$ cat config.mk
export PLATFORM = sky130hd
export DESIGN_NAME = gpio_edge_ctrl
export DESIGN_NICKNAME = d
export VERILOG_FILES = /design/src/rtl/gpio_edge_pkg.sv /design/src/rtl/gpio_sync_edge.sv /design/src/rtl/gpio_bank.sv /design/src/rtl/gpio_edge_ctrl.sv
export SDC_FILE = /design/constraint.sdc
export NUM_CORES = 1
export LEC_CHECK = 0
export ABC_AREA = 1
export CORE_MARGIN = 5
export CORE_UTILIZATION = 40
export CTS_CLUSTER_DIAMETER = 120
export DETAILED_ROUTE_END_ITERATION = 12
export DONT_BUFFER_PORTS = 1
export HOLD_SLACK_MARGIN = 0.03
export SLEW_MARGIN = 20
export SYNTH_ARGS = -nofsm -noshare
export SYNTH_HDL_FRONTEND = slang
export SYNTH_SLANG_ARGS = --single-unit
$ cat constraint.sdc
create_clock -name clk -period 3.85 [get_ports clk]
set_clock_uncertainty 0.2 [all_clocks]
set_input_delay 0.5775 -clock clk [delete_from_list [all_inputs] [get_ports clk]]
set_output_delay 0.5775 -clock clk [all_outputs]
set_load 0.01 [all_outputs]
$ cat src/rtl/gpio_edge_pkg.sv
package gpio_edge_pkg;
    localparam int WORD_W      = 32;
    localparam int GROUP_PINS  = 16;
    localparam int BANK_BASE   = 16;   // 0x10
    localparam int BANK_STRIDE = 40;   // 0x28, ten words
    localparam int GRP_EN_OFS  = 8;    // 0x08

    typedef enum logic [3:0] {
        W_DIR   = 4'd0,
        W_OUT   = 4'd1,
        W_SET   = 4'd2,
        W_CLR   = 4'd3,
        W_IN    = 4'd4,
        W_SRISE = 4'd5,
        W_CRISE = 4'd6,
        W_SFALL = 4'd7,
        W_CFALL = 4'd8,
        W_STAT  = 4'd9
    } bank_word_e;
endpackage

$ cat src/rtl/gpio_sync_edge.sv
module gpio_sync_edge #(
    parameter int W = 32
) (
    input  logic         clk,
    input  logic         rst_n,
    input  logic [W-1:0] pin_in,
    input  logic [W-1:0] rise_en,
    input  logic [W-1:0] fall_en,
    output logic [W-1:0] level,
    output logic [W-1:0] edge_hit
);
    logic [W-1:0] meta_q;
    logic [W-1:0] sync_q;
    logic [W-1:0] prev_q;

    always_ff @(posedge clk or negedge rst_n) begin
        if (!rst_n) begin
            meta_q <= '0;
            sync_q <= '0;
            prev_q <= '0;
        end else begin
            meta_q <= pin_in;
            sync_q <= meta_q;
            prev_q <= sync_q;
        end
    end

    assign level    = sync_q;
    assign edge_hit = (sync_q & ~prev_q & rise_en) | (~sync_q & prev_q & fall_en);
endmodule

$ cat src/rtl/gpio_bank.sv
module gpio_bank
    import gpio_edge_pkg::*;
(
    input  logic              clk,
    input  logic              rst_n,
    input  logic              sel,
    input  logic              wr,
    input  bank_word_e        word,
    input  logic [WORD_W-1:0] wdata,
    output logic [WORD_W-1:0] rdata,
    input  logic [WORD_W-1:0] pin_in,
    output logic [WORD_W-1:0] pin_out,
    output logic [WORD_W-1:0] pin_oe,
    output logic [WORD_W-1:0] status
);
    logic [WORD_W-1:0] dir_q;
    logic [WORD_W-1:0] out_q;
    logic [WORD_W-1:0] rise_q;
    logic [WORD_W-1:0] fall_q;
    logic [WORD_W-1:0] stat_q;
    logic [WORD_W-1:0] level;
    logic [WORD_W-1:0] edge_hit;
    logic [WORD_W-1:0] stat_clr;
    logic              do_wr;

    gpio_sync_edge #(.W(WORD_W)) u_sync (
        .clk      (clk),
        .rst_n    (rst_n),
        .pin_in   (pin_in),
        .rise_en  (rise_q),
        .fall_en  (fall_q),
        .level    (level),
        .edge_hit (edge_hit)
    );

    assign do_wr    = sel && wr;
    assign stat_clr = (do_wr && word == W_STAT) ? wdata : '0;

    always_ff @(posedge clk or negedge rst_n) begin
        if (!rst_n) begin
            dir_q  <= '1;
            out_q  <= '0;
            rise_q <= '0;
            fall_q <= '0;
            stat_q <= '0;
        end else begin
            stat_q <= (stat_q & ~stat_clr) | edge_hit;
            if (do_wr) begin
                case (word)
                    W_DIR:   dir_q  <= wdata;
                    W_OUT:   out_q  <= wdata;
                    W_SET:   out_q  <= out_q | wdata;
                    W_CLR:   out_q  <= out_q & ~wdata;
                    W_SRISE: rise_q <= rise_q | wdata;
                    W_CRISE: rise_q <= rise_q & ~wdata;
                    W_SFALL: fall_q <= fall_q | wdata;
                    W_CFALL: fall_q <= fall_q & ~wdata;
                    default: ;
                endcase
            end
        end
    end

    always_comb begin
        rdata = '0;
        if (sel) begin
            case (word)
                W_DIR:                  rdata = dir_q;
                W_OUT, W_SET, W_CLR:    rdata = out_q;
                W_IN:                   rdata = level;
                W_SRISE, W_CRISE:       rdata = rise_q;
                W_SFALL, W_CFALL:       rdata = fall_q;
                W_STAT:                 rdata = stat_q;
                default:                rdata = '0;
            endcase
        end
    end

    assign pin_out = out_q;
    assign pin_oe  = ~dir_q;
    assign status  = stat_q;
endmodule

$ cat src/rtl/gpio_edge_ctrl.sv
module gpio_edge_ctrl
    import gpio_edge_pkg::*;
#(
    parameter int NUM_BANKS = 2,
    parameter int ADDR_W    = 8,
    localparam int NPIN     = NUM_BANKS * WORD_W,
    localparam int NGRP     = NPIN / GROUP_PINS
) (
    input  logic              clk,
    input  logic              rst_n,
    input  logic [ADDR_W-1:0] reg_addr,
    input  logic              reg_wr,
    input  logic [WORD_W-1:0] reg_wdata,
    output logic [WORD_W-1:0] reg_rdata,
    input  logic [NPIN-1:0]   pin_in,
    output logic [NPIN-1:0]   pin_out,
    output logic [NPIN-1:0]   pin_oe,
    output logic [NGRP-1:0]   irq
);
    logic [NGRP-1:0]   grp_en_q;
    logic [NPIN-1:0]   stat_all;
    logic [WORD_W-1:0] bank_rd [NUM_BANKS];
    logic              grp_hit;

    assign grp_hit = (reg_addr == ADDR_W'(GRP_EN_OFS));

    for (genvar b = 0; b < NUM_BANKS; b++) begin : g_bank
        localparam int BASE = BANK_BASE + BANK_STRIDE * b;
        logic [ADDR_W-1:0] rel;
        logic              hit;
        bank_word_e        word;

        assign rel  = reg_addr - ADDR_W'(BASE);
        assign hit  = (reg_addr >= ADDR_W'(BASE)) && (rel < ADDR_W'(BANK_STRIDE))
                      && (rel[1:0] == 2'b00);
        assign word = bank_word_e'(rel[5:2]);

        gpio_bank u_bank (
            .clk     (clk),
            .rst_n   (rst_n),
            .sel     (hit),
            .wr      (reg_wr),
            .word    (word),
            .wdata   (reg_wdata),
            .rdata   (bank_rd[b]),
            .pin_in  (pin_in[b*WORD_W +: WORD_W]),
            .pin_out (pin_out[b*WORD_W +: WORD_W]),
            .pin_oe  (pin_oe[b*WORD_W +: WORD_W]),
            .status  (stat_all[b*WORD_W +: WORD_W])
        );
    end

    always_ff @(posedge clk or negedge rst_n) begin
        if (!rst_n) begin
            grp_en_q <= '0;
        end else if (reg_wr && grp_hit) begin
            grp_en_q <= reg_wdata[NGRP-1:0];
        end
    end

    for (genvar g = 0; g < NGRP; g++) begin : g_irq
        assign irq[g] = grp_en_q[g] && (|stat_all[g*GROUP_PINS +: GROUP_PINS]);
    end

    always_comb begin
        reg_rdata = grp_hit ? WORD_W'(grp_en_q) : '0;
        for (int b = 0; b < NUM_BANKS; b++) begin
            reg_rdata = reg_rdata | bank_rd[b];
        end
    end
endmodule

# Word-level counts from Yosys, hierarchy flattened
# Index checks and enable logic that the tools add are counted.
classes:
  n_addsub: 2
  magnitude_cmp: 4
  eq_ne: 19
  mux: 13
  bitwise_logic: 37
  reduce_logical: 41
ops:
  columns: ["op", "count"]
  rows:
  - ["32-bit bitwise AND", 16]
  - ["32-bit one-hot mux with 6 select lines", 2]
  - ["32-bit bitwise OR", 11]
  - ["32-bit NOT", 9]
  - ["32-bit one-hot mux with 2 select lines", 4]
  - ["32-bit one-hot mux with 3 select lines", 2]
  - ["32-bit 2-to-1 mux", 4]
  - ["16-bit OR reduction", 4]
  - ["4-bit by 3-bit equality test with 1-bit output, second input constant", 8]
  - ["4-bit by 32-bit bitwise OR with 32-bit output", 1]
  - ["4-bit by 2-bit equality test with 1-bit output, second input constant", 4]
  - ["4-bit equality test, second input constant", 4]
  - ["8-bit by 6-bit less-than comparator with 1-bit output, second input constant", 2]
  - ["2-bit AND reduction", 8]
  - ["1-bit logical AND", 13]
  - ["4-bit by 1-bit equality test with 1-bit output, second input constant", 2]
  - ["8-bit by 4-bit equality test with 1-bit output, second input constant", 1]
  - ["8-bit by 5-bit greater-or-equal comparator with 1-bit output, second input constant", 1]
  - ["8-bit by 6-bit greater-or-equal comparator with 1-bit output, second input constant", 1]
  - ["4-bit zero test", 2]
  - ["2-bit nonzero test", 4]
  - ["2-bit OR reduction", 4]
  - ["8-bit by 5-bit subtractor with 8-bit output, second input constant", 1]
  - ["8-bit by 6-bit subtractor with 8-bit output, second input constant", 1]
  - ["4 further kinds", 7]
word_totals:
  regBits: 516
  inputBits: 107
  elab_cells: 133

# Depth between registers and ports, before layout
logic_depth:
  ltp_word: 10
  depth_mapped: 13
  ltp_nobuf: 12

# Modules after synthesis
# Synthesis repeated with hierarchy kept, for this count alone.
hier_totals:
  cells_unflattened: 3195
  area_unflattened_um2: 24599.8
modules_own_cells:
  columns: ["mod", "instances", "cells_per_inst", "area_each_um2", "seq_area_each_um2"]
  rows:
  - ["gpio_bank", 2, 1262, 8784.7, 4043.9]
  - ["gpio_sync_edge", 2, 256, 3083.0, 2402.3]
  - ["gpio_edge_ctrl", 1, 159, 864.6, 100.1]

# Worst setup path after synthesis
# No wires, ideal clock.
synth_timing:
  kind: "input port to output port"
  startpoint: "in reg_addr[3]"
  endpoint: "out reg_rdata[26]"
  arrival_time_ns: 2.162
  required_ns: 3.072
  path_slack_ns: 0.910
  cell_stages: 11
  n_path_buf: 3
  cell_sequence: "buf_2 > inv_2 > ha_1 > buf_1 > nand3_1 > nand2_1 > buf_2 > nand2_1 > nand2_1 > o21ai_0 > nand2_1"
synth_between:
  elab_chain_cells: 7
  elab_cells_between_ends: 42
  classes_between: "add/sub: 2; order compare: 4; eq/ne: 18; mux: 4; bitwise: 2; reduce/logical: 12"
synth_lines:
  columns: ["item", "line", "text"]
  rows:
  - ["start: declaration", "gpio_edge_ctrl.sv:11", "input logic [ADDR_W-1:0] reg_addr,"]
  - ["8-bit by 5-bit subtractor with 8-bit output", "gpio_edge_ctrl.sv:33", "assign rel = reg_addr - ADDR_W'(BASE);"]
  - ["8-bit by 6-bit less-than comparator with 1-bit output (tied with other cells)", "gpio_edge_ctrl.sv:34", "assign hit = (reg_addr >= ADDR_W'(BASE)) && (rel < ADDR_W'(BANK_STRIDE))"]
  - ["1-bit logical AND (tied with other cells)", "gpio_edge_ctrl.sv:34", null]
  - ["1-bit logical AND / 32-bit one-hot mux with 6 select lines (equally long branches)", "gpio_edge_ctrl.sv:35, gpio_bank.sv:67", null]
  - ["32-bit 2-to-1 mux", "gpio_bank.sv:66", "if (sel) begin"]
  - ["4-bit by 32-bit bitwise OR with 32-bit output", "gpio_edge_ctrl.sv:68", "reg_rdata = reg_rdata | bank_rd[b];"]
  - ["32-bit bitwise OR *", "gpio_edge_ctrl.sv:68", null]
  - ["end: declaration", "gpio_edge_ctrl.sv:14", "output logic [WORD_W-1:0] reg_rdata,"]
# Mark *: on every way between the ends. The rest lies on a longest branch, timed or not.

# Worst setup path in the final report
layout_timing:
  startpoint: "in reg_addr[3]"
  endpoint: "out reg_rdata[25]"
# Same word-level chain as after synthesis.

==> run metrics <==
gr ovfl total 0; slowest stage cell, crit path inv_1; PnR Total Power ~13 mW; sequential area share after synthesis 53.79%; TritonCTS clock tree done; Hold WC Path Type in2async; vias in the first global route 21170; outcome finished, violations left; GPL Wtd Cong 0.9196; PD cells 479.3 nW/um2; area leader, netlist dfrtp_1; cts repair resizes 0; synthesized area roughly 24000 um2; CTS buffer count 57; setup ws final 326.8 ps; worst-path maximum fanout 9; hold-fix buffers at CTS 100; RR Startpoint g_bank[1].u_bank.pin_out[13]; Tot GR Track Use a little over a quarter; max-cap violations 0; Routed Antenna Nets 0; Data required, critical path 3070 ps; hold_ws -549.1 ps; final wirelength 92.48 mm; clock tree buffer depth 3; delay-heaviest family, CP simple AND/OR/NAND/NOR gates; area grow syn2layout 16.24%; crit path from reg_addr[3]; Critical Path AT 2750 ps; setup bufs post-CTS 0; layout cell share with drive strength beyond 1 8.483%; Sequential Power Share 45.6%; initial core utilization 40.17%; Fin. Hold Viols 492; Worst Reg-to-Reg Cells 4; DR pass1 iterations 7; Core ar. 60130 um2; Final Max Slew Viols 0; endpoint class of the critical path output port; Slew HR 17.98%; largest net degree at the start of global routing between 500 and 600; drc violations 0; post-route cell area approximately 28000 um2; via count about 22000; Die W 255.7 um; failing checks hold timing; top cells by area in the synthesized netlist dfrtp_1, nand2_1, dfstp_2, nand4_1, o21ai_0; clock transition at the registers of the reported paths 60 ps; final net count roughly 3100; Cell Area, Placed 24870 um2; P_int about 10 mW; Most Frequent Cell on Critical Path nand2_1; wire per inst 24.00 um; Synth Register Bits 516; endpoints failing setup 0; Setup crit start kind input port; H-tree levels 2; post-synthesis net count between 3000 and 4000; sw frac 25.81%; CP cell instances inv_2 > nand2_1 > nor2_2 > inv_1 > o21ai_0 > nand3b_1 > nand2_1 > nand2_1; syn avg cell area 8.059 um2; fin crit period 3523 ps; Ys Warns 0; Comb power frac 7.7%; CP Buf/Inv Count 2; worst-skew pair later-pin latency ~630 ps; clock share of power approximately 47%; leak pwr 12.60 nW; Root Driver clkbuf_16; RSZ-0062 raised after global routing false; die height 255.7 um; Post-DP HPWL ~61 mm; Crit path depth 8; starting DRC count in detailed routing 2573; worst setup path endpoint reg_rdata[25]; first-pass GRT wire length around 140 mm; # IOs around 270; share of the synthesized area in the top cell type 46.83%; Total Neg Setup Slack 0 ps; worst slew pin tran around 1200 ps; Achievable Freq ~0.28 GHz; die area around 65000 um2; pre-CTS setup slack 440.0 ps; R2R Setup Slk 2500 ps; crit path kind in2out; slowest stage delay, CP 500 ps; P_sw 3.474 mW; initial antenna violation count 5; Yosys cell types 33; row cnt 90; final worst path period share 91.51%; I/O Buffers 0; VDD IR max 359.3 uV; CTS sink cnt 516; FF-to-FF End g_bank[1].u_bank.pin_out[13]; synthesized instance count 2997; vias per cell 5.774
## how the worst min path moves through the flow
| stage | slack [ps] | start | cells after the start | to |
|---|---|---|---|---|
| finish | -550 | rst_n | 0 | g_bank[0].u_bank.u_sync.level[26] |
| global route | -580 | rst_n | 0 | asynchronous set/reset pin |
| CTS | -580 | rst_n | 0 | asynchronous set/reset pin |
| detailed placement | 100 | rst_n | 0 | g_bank[0].u_bank.u_sync.level[26] |
| global placement | 100 | rst_n | 0 | g_bank[0].u_bank.u_sync.level[26] |
| floorplan | 80 | rst_n | 0 | asynchronous set/reset pin |
## cells in the final DEF, fill, tap and decap left out, types with 6 or more instances in the layout
cell	instances
nand3b_1	33
diode_2	6
o211ai_1	15
inv_2	6
nand3_1	220
nor4_1	13
bufinv_16	12
dfstp_2	64
buf_4	50
nand4_1	260
clkbuf_8	20
inv_1	227
a21boi_0	9
nand2_1	1014
o21ai_0	252
buf_12	9
nor2_2	14
o21ai_1	61
dlygate4sd3_1	99
dfrtp_1	452
nor2_1	120
a22oi_1	6
clkbuf_16	57
## cells by family after synthesis
family | after synthesis | synth area share (%)
buffers and inverters | 431 | 7.221
AND/OR/NAND/NOR | 1693 | 31.15
AO/OA/AOI/OAI | 355 | 7.729
flip-flops | 516 | 53.79
adder cells (fa/ha/maj) | 2 | 0.1036
## worst register-to-register path: stages (launching register included)
cell and delay (ps):
dfrtp_1 570, o21ai_0 250, nand3_1 100, nand2_1 70
nand2_1 60
## area by class of cell
cell class / instances / area, um2
clock inverter: 26 / 460.4
fill: 5778 / 32060
multi-input combinational: 2050 / 9464
clock buffer: 81 / 1717
sequential: 516 / 12990
antenna: 6 / 15.01
timing repair buffer: 159 / 1574
inverter: 233 / 874.6
tap: 782 / 978.4
## Yosys cell counts, drive strengths merged
library cell and number:
ha 2, clkbuf 103, buf 95, nand3b 33
o211ai 15, a22oi 6, nand4 260, and2 2
nor4 13, a21boi 9, o31ai 2, nand3 221
nor2 138, nor3 5, inv 233, a31oi 5
a21oi 4, dfrtp 452, dfstp 64, nor3b 2
o21ai 313, nand2 1019, a41oi 1
## layer usage
layer | up-vias | part of all wire (%) | global-route usage [%]
li1 | 9940 | - | -
met3 | 200 | 12 | 7.941
met4 | 2 | 3.6 | 9.550
met5 | - | 0.022 | 0
met2 | 1223 | 46 | 42.92
met1 | 10880 | 39 | 35.84
## power groups by stage
stage	clock [mW]	combinational [mW]	sequential [mW]
final	6.28	1.04	6.14
after global routing	6.63	1.12	6.17
after CTS	6.39	1.02	6.13
after detailed placement	0	0.826	6.23
after global placement	0	0.805	6.22
after floorplan	0	0.630	6.06
## per-stage QoR
step	instances	utilization, %
2_1_floorplan	2997	-
3_3_place_gp	3640	41.35
3_5_place_dp	3640	41.35
4_1_cts	3847	46.66
5_1_grt	3851	46.68
6_report	3853	46.69
Power figures use the tool's default switching activity.
